## config.mk

```make
export PLATFORM = sky130hd
export DESIGN_NAME = eeseq_top
export DESIGN_NICKNAME = d
export VERILOG_FILES = /design/src/rtl/eeseq_pkg.sv /design/src/rtl/eeseq_dp.sv /design/src/rtl/eeseq_ctrl.sv /design/src/rtl/eeseq_top.sv
export SDC_FILE = /design/constraint.sdc
export NUM_CORES = 1
export LEC_CHECK = 0
export ABC_AREA = 1
export BUFFER_PORTS_ARGS = -buffer_cell sky130_fd_sc_hd__buf_4
export CORE_ASPECT_RATIO = 0.8
export CORE_MARGIN = 2
export CORE_UTILIZATION = 55
export DETAILED_ROUTE_END_ITERATION = 10
export PLACE_DENSITY = 0.81
export SLEW_MARGIN = 10
export SYNTH_ARGS = -nofsm -noshare
export SYNTH_HDL_FRONTEND = slang
export SYNTH_HIERARCHICAL = 1
export SYNTH_SLANG_ARGS = --single-unit
```

## constraint.sdc

```tcl
create_clock -name clk -period 2.8 [get_ports clk]
set_input_delay 0.56 -clock clk [delete_from_list [all_inputs] [get_ports clk]]
set_output_delay 0.56 -clock clk [all_outputs]
set_load 0.05 [all_outputs]
```

## src/rtl/eeseq_pkg.sv

```systemverilog
package eeseq_pkg;
  typedef enum logic [1:0] {
    OP_START = 2'd0,
    OP_STOP  = 2'd1,
    OP_SEND  = 2'd2,
    OP_RECV  = 2'd3
  } engOp_e;

  typedef enum logic [2:0] {
    SEL_DEVW,
    SEL_DEVR,
    SEL_AH,
    SEL_AL,
    SEL_DATA
  } txSel_e;

  // strobes from control to datapath
  typedef struct packed {
    logic   load;
    logic   clrRx;
    logic   incRx;
    logic   incRetry;
    txSel_e sel;
  } strb_t;
endpackage

```

## src/rtl/eeseq_dp.sv

```systemverilog
module eeseq_dp
  import eeseq_pkg::*;
#(
  parameter logic [7:0] DEV_BASE  = 8'hA0,
  parameter int         MAX_RETRY = 1023,
  parameter int         LEN_W     = 8
) (
  input  logic             clk,
  input  logic             rstN,
  input  strb_t            strb,
  input  logic             cmdRead,
  input  logic [16:0]      cmdAddr,
  input  logic [7:0]       cmdWrData,
  input  logic [LEN_W-1:0] cmdLenM1,
  input  logic [7:0]       engRxByte,
  output logic [7:0]       txByte,
  output logic             isRead,
  output logic             isLast,
  output logic             retryDone,
  output logic [7:0]       rdData,
  output logic             rdValid
);
  localparam int RETRY_W = $clog2(MAX_RETRY + 1);
  localparam int PAD_W   = 16 - LEN_W;

  logic [16:0]        addrQ;
  logic [7:0]         dataQ;
  logic               readQ;
  logic [LEN_W-1:0]   lastIdxQ;
  logic [LEN_W-1:0]   rxCnt;
  logic [RETRY_W-1:0] retryQ;
  logic [15:0]        room;
  logic [LEN_W-1:0]   lastIdxD;
  logic [7:0]         devHead;

  // bytes left in the current 64 KB half, minus one
  assign room = 16'hFFFF - cmdAddr[15:0];
  always_comb begin
    if (room < {{PAD_W{1'b0}}, cmdLenM1}) lastIdxD = room[LEN_W-1:0];
    else                                   lastIdxD = cmdLenM1;
  end

  assign devHead = (DEV_BASE & 8'hFC) | {6'b0, addrQ[16], 1'b0};

  always_comb begin
    case (strb.sel)
      SEL_DEVR: txByte = devHead | 8'h01;
      SEL_AH:   txByte = addrQ[15:8];
      SEL_AL:   txByte = addrQ[7:0];
      SEL_DATA: txByte = dataQ;
      default:  txByte = devHead;
    endcase
  end

  always_ff @(posedge clk or negedge rstN) begin
    if (!rstN) begin
      addrQ    <= '0;
      dataQ    <= '0;
      readQ    <= 1'b0;
      lastIdxQ <= '0;
    end else if (strb.load) begin
      addrQ    <= cmdAddr;
      dataQ    <= cmdWrData;
      readQ    <= cmdRead;
      lastIdxQ <= cmdRead ? lastIdxD : '0;
    end
  end

  always_ff @(posedge clk or negedge rstN) begin
    if (!rstN)              rxCnt <= '0;
    else if (strb.clrRx)    rxCnt <= '0;
    else if (strb.incRx)    rxCnt <= rxCnt + 1'b1;
  end

  always_ff @(posedge clk or negedge rstN) begin
    if (!rstN)              retryQ <= '0;
    else if (strb.load)     retryQ <= '0;
    else if (strb.incRetry) retryQ <= retryQ + 1'b1;
  end

  always_ff @(posedge clk or negedge rstN) begin
    if (!rstN) begin
      rdData  <= '0;
      rdValid <= 1'b0;
    end else begin
      rdValid <= strb.incRx;
      if (strb.incRx) rdData <= engRxByte;
    end
  end

  assign isRead    = readQ;
  assign isLast    = (rxCnt == lastIdxQ);
  assign retryDone = (retryQ == RETRY_W'(MAX_RETRY));
endmodule

```

## src/rtl/eeseq_ctrl.sv

```systemverilog
module eeseq_ctrl
  import eeseq_pkg::*;
(
  input  logic       clk,
  input  logic       rstN,
  input  logic       cmdValid,
  input  logic       pollEn,
  input  logic       engDone,
  input  logic       engAck,
  input  logic       engFault,
  input  logic       isRead,
  input  logic       isLast,
  input  logic       retryDone,
  output strb_t      strb,
  output logic       engReq,
  output logic [1:0] engOp,
  output logic       engRxAck,
  output logic       engReset,
  output logic       busy,
  output logic       err
);
  typedef enum logic [1:0] {S_IDLE, S_ISSUE, S_WAIT, S_ABORT} state_e;
  typedef enum logic [3:0] {
    P_START, P_DEV, P_AH, P_AL, P_DATA, P_RSTART, P_DEVR, P_RECV, P_STOP
  } phase_e;

  state_e state, nState;
  phase_e phase, nPhase;
  engOp_e opNow;

  always_comb begin
    case (phase)
      P_START, P_RSTART: opNow = OP_START;
      P_STOP:            opNow = OP_STOP;
      P_RECV:            opNow = OP_RECV;
      default:           opNow = OP_SEND;
    endcase
  end

  always_comb begin
    nState        = state;
    nPhase        = phase;
    strb          = '0;
    case (phase)
      P_DEVR:  strb.sel = SEL_DEVR;
      P_AH:    strb.sel = SEL_AH;
      P_AL:    strb.sel = SEL_AL;
      P_DATA:  strb.sel = SEL_DATA;
      default: strb.sel = SEL_DEVW;
    endcase
    case (state)
      S_IDLE: if (cmdValid) begin
        strb.load = 1'b1;
        nState    = S_ISSUE;
        nPhase    = P_START;
      end
      S_ISSUE: begin
        nState = S_WAIT;
        if (opNow == OP_START) strb.clrRx = 1'b1;
      end
      S_WAIT: begin
        if (engFault) nState = S_ABORT;
        else if (engDone) begin
          if (opNow == OP_SEND && !engAck) begin
            if (pollEn && !retryDone) begin
              strb.incRetry = 1'b1;
              nPhase        = P_START;
              nState        = S_ISSUE;
            end else begin
              nState = S_ABORT;
            end
          end else begin
            nState = S_ISSUE;
            case (phase)
              P_START:  nPhase = P_DEV;
              P_DEV:    nPhase = P_AH;
              P_AH:     nPhase = P_AL;
              P_AL:     nPhase = isRead ? P_RSTART : P_DATA;
              P_DATA:   nPhase = P_STOP;
              P_RSTART: nPhase = P_DEVR;
              P_DEVR:   nPhase = P_RECV;
              P_RECV: begin
                strb.incRx = 1'b1;
                nPhase     = isLast ? P_STOP : P_RECV;
              end
              default:  nState = S_IDLE;
            endcase
          end
        end
      end
      default: nState = S_IDLE;
    endcase
  end

  always_ff @(posedge clk or negedge rstN) begin
    if (!rstN) begin
      state <= S_IDLE;
      phase <= P_START;
      err   <= 1'b0;
    end else begin
      state <= nState;
      phase <= nPhase;
      if (strb.load)            err <= 1'b0;
      else if (state == S_ABORT) err <= 1'b1;
    end
  end

  assign engReq   = (state == S_ISSUE);
  assign engOp    = opNow;
  assign engRxAck = !isLast;
  assign engReset = (state == S_ABORT);
  assign busy     = (state != S_IDLE);
endmodule

```

## src/rtl/eeseq_top.sv

```systemverilog
module eeseq_top
  import eeseq_pkg::*;
#(
  parameter logic [7:0] DEV_BASE  = 8'hA0,
  parameter int         MAX_RETRY = 1023
) (
  input  logic        clk,
  input  logic        rstN,
  input  logic        cmdValid,
  input  logic        cmdRead,
  input  logic [16:0] cmdAddr,
  input  logic [7:0]  cmdWrData,
  input  logic [7:0]  cmdLenM1,
  input  logic        pollEn,
  output logic        busy,
  output logic        err,
  output logic [7:0]  rdData,
  output logic        rdValid,
  output logic        engReq,
  output logic [1:0]  engOp,
  output logic [7:0]  engTxByte,
  output logic        engRxAck,
  output logic        engReset,
  input  logic        engDone,
  input  logic        engAck,
  input  logic        engFault,
  input  logic [7:0]  engRxByte
);
  strb_t strb;
  logic  isRead, isLast, retryDone;

  eeseq_ctrl u_ctrl (
    .clk(clk), .rstN(rstN), .cmdValid(cmdValid), .pollEn(pollEn),
    .engDone(engDone), .engAck(engAck), .engFault(engFault),
    .isRead(isRead), .isLast(isLast), .retryDone(retryDone),
    .strb(strb), .engReq(engReq), .engOp(engOp), .engRxAck(engRxAck),
    .engReset(engReset), .busy(busy), .err(err)
  );

  eeseq_dp #(.DEV_BASE(DEV_BASE), .MAX_RETRY(MAX_RETRY), .LEN_W(8)) u_dp (
    .clk(clk), .rstN(rstN), .strb(strb), .cmdRead(cmdRead),
    .cmdAddr(cmdAddr), .cmdWrData(cmdWrData), .cmdLenM1(cmdLenM1),
    .engRxByte(engRxByte), .txByte(engTxByte), .isRead(isRead),
    .isLast(isLast), .retryDone(retryDone), .rdData(rdData), .rdValid(rdValid)
  );
endmodule

```

==> impl_metrics.toml <==
[floorplanning]
rows = 26
start_util_pct = 57.6
die_area_um2 = 7420
core_um2 = 6440
ios = 73
die_y_um = 77.4
fp.dieW_um = 95.8

[cts]
worstSkewPairLatency_ns = 0.34
cts_buffers = 9
path_clk_slew_ns = 0.08
root_buffer = "clkbuf_8"
cts_tree = "done"
clockBufferDepth = 2
cts.sinks = 68
htreeDepth = 3

[synth]
syn_avg_cell_area_um2 = 7.63
syn_inst = 486
yosysSeqAreaShare_pct = 45.9
synth_top_area_share_pct = 45.9
synth_nets = 544
synth_xor_xnor_area_share_pct = 1.89
synth.area.mux_share_pct = 0
synth_fa_ha_area_share_pct = 3.04
synth_ff_type = "dfrtp_1"
ys_seq_elements = 68
synth-compound-area-share_pct = 10.4
yosys.area_share.simple_pct = 29.7
yosysMostFrequentCell = "nand2_1"
synth_warnings = 6
synth_area_um2 = 3710
yosysTopAreaCell = "dfrtp_1"
ys_top_cells_by_area = "dfrtp_1 (46%), nand2_1 (15%), inv_1 (6.4%), nand3_1 (4.2%), nor2_1 (3.8%)"
synth_edf_count = 0
yosysUniqueCellTypes = 31
synth_top_family_by_area = "simple AND/OR/NAND/NOR gates"
synthTopCellsByCount = "nand2_1 (152), dfrtp_1 (68), inv_1 (63)"
async_flop_share_pct = 100

[layout]
fill_cells = 504
final_area_um2 = 4610
instances_no_fill = 653
syn_to_final_growth_pct = 24.3
drive_gt1_share_pct = 23.4
final_nets = 622
postLayoutCoreUtil_pct = 71.6
antenna_cells = 0

[pwr]
p_int_mw = 2.09
combPwrFrac_pct = 35.3
ir_worst_vdd_mv = 0.520
switching_share_pct = 38.5
total_power_mw = 3.40
total_leakage_power_nw = 2.40
power_frac_seq_pct = 40.7
clkPwrFrac_pct = 24.1
powerDensity_nw_per_um2 = 737
p_sw_mw = 1.31

[place]
dp_cells = 637
hpwl_um = 6660
pre_cts_slack_ns = 0.248
gp_congestion = 0.980
dpl-instance-area_um2 = 4340
port_buffers = 72

[critical_path]
cp_max_fo = 6
crit_type = "flip-flop to output pin"
cp-start-kind = "flip-flop"
cp_slowest_cell = "dfrtp_1"
cp.arrival_ns = 2.17
r2r_slack_ns = 0.54
endpoint_kind = "output pin"
crit_required_ns = 2.24
critical_path.top_delay_family = "buffers and inverters"
crit_buf_inv = 3
path_cells = "inv_1 > nand2_4 > nor2_4 > inv_1 > nand2_2 > nor2_1 > a31oi_4 > o2111ai_1 > buf_4"
max_stage_delay_ns = 0.41
crit_top_cell = "inv_1"

[detailed_routing]
num_vias = 3452
ant_nets = 0
top_layer = "met4"
drt-met1-wl_um = 4040
route.detailed.drc = 0
via_per_inst = 5.29
first_pass_iters = 5
dr_wl_met3_um = 667
wl_met2_um = 4250
drt-total-wl_um = 9140
wl_per_cell_um = 14.0
first_iter_violations = 381

[timing]
finalHoldViolCount = 0
fin_crit_sh_pct = 97.4
tightest_slew_ns = 0.857
timing.fmax_ghz = 0.367
worst_clock_skew_ns = 0.00968
post-route-min-period_ns = 2.73
slew_viol_final = 0
hold_slack_ns = 0.313
finalSetupViolCount = 0
tns_ns = 0
setup_ws_ns = 0.0740
slew_headroom_pct = 42.9

[job]
maxCapViolCount = 0

[grt]
antenna_found_initial = 0
grt_max_degree = 69
grt_pass1_wl_um = 15400
grt_pass1_vias = 3324
grtUsageTotal_pct = 26.8
overflow = 0

[run_status]
run_status = "finished, final reports clean"

[hold_path]
min_path_type = "input pin to asynchronous set/reset pin"
[worst reg2reg max path: stages (launching register included)]
cell and delay [ns]:
dfrtp_1 0.40, ha_1 0.22, nand2_1 0.10, nor3_1 0.06, inv_1 0.06, nand2_1 0.07
nor3_1 0.44, nand2_1 0.19, nor2_4 0.17, inv_2 0.07, nor4_2 0.19, a21oi_1 0.10
nor2_1 0.11
[placed cells by master (no fill, tap or decap), types with 3 or more instances in the layout]
master	netlist	final
o221ai_1	6	6
a21oi_1	14	14
nor2_1	38	35
o21ai_1	7	7
dfrtp_1	68	66
nor2_2	4	5
nor2_4	1	3
nand4_1	4	4
xnor2_1	8	8
clkbuf_8	1	11
o22ai_1	3	3
ha_1	9	9
nand3_2	3	3
o21ai_0	28	28
nand3_1	31	29
inv_2	10	11
inv_1	63	62
nor3_1	6	5
nand2_4	7	8
nand2_2	3	3
buf_4	0	75
nand2_1	152	151
o31ai_1	3	3
[final timing paths]
path,cells after the start,from,end
worst min register to register,2,u_dp/dataQ[7],u_dp/dataQ[7]
max in group asynchronous,1,rstN,u_ctrl/phase[2]
worst max-delay path,9,u_ctrl/phase[0],engTxByte[7]
min in group clk,3,cmdAddr[16],u_dp/addrQ[16]
worst min-delay path,1,rstN,u_dp/dataQ[6]
worst max register to register,12,u_dp/retryQ[0],u_dp/retryQ[9]
[metal layers]
metal	track usage, %	vias up
met1	36.5	1606
met3	7.38	19
li1	-	1692
met2	41.9	135
met5	0	-
met4	7.57	0
[flip-flops by register name, indices dropped and copies added (netlist names), 2 cells and up]
| register | count |
|---|---|
| u_ctrl/phase | 4 |
| u_dp/lastIdxQ | 8 |
| u_dp/retryQ | 10 |
| u_ctrl/state | 2 |
| u_dp/addrQ | 17 |
| u_dp/dataQ | 8 |
| u_dp/rxCnt | 8 |
| u_dp/rdData | 8 |
[power by group through the flow]
stage / Clock, mW / Sequential, mW / Combinational (mW)
after detailed placement: 0 / 1.40 / 1.18
after CTS: 0.837 / 1.38 / 1.19
after global routing: 0.876 / 1.41 / 1.34
after floorplan: 0 / 1.38 / 0.822
final: 0.818 / 1.38 / 1.20
after global placement: 0 / 1.39 / 1.14
[logic make-up after synthesis]
family | count (synthesis)
AO/OA/AOI/OAI | 66
flip-flops | 68
adder cells (fa/ha/maj) | 9
AND/OR/NAND/NOR | 250
buffers and inverters | 85
XOR/XNOR | 8
[what timing repair did]
item                                    4_1_cts  5_1_grt
pin swaps                                     0        1
cloned                                        0        0
hold buffers                                  0        0
resized for setup                             3       13
endpoints found under the setup margin        3        8
buffers inserted                              0        0
[area by class of cell]
class                           instances  area (µm²)  area share [%]
Clock inverter                          4        47.5            1.03
Multi-Input combinational cell        333        1740            37.7
Timing Repair Buffer                   75         563            12.2
Inverter                               77         297            6.43
Tap cell                               84         105            2.28
Clock buffer                           12         155            3.37
Sequential cell                        68        1700            37.0
No activity file was read; power rests on OpenSTA's default activity.
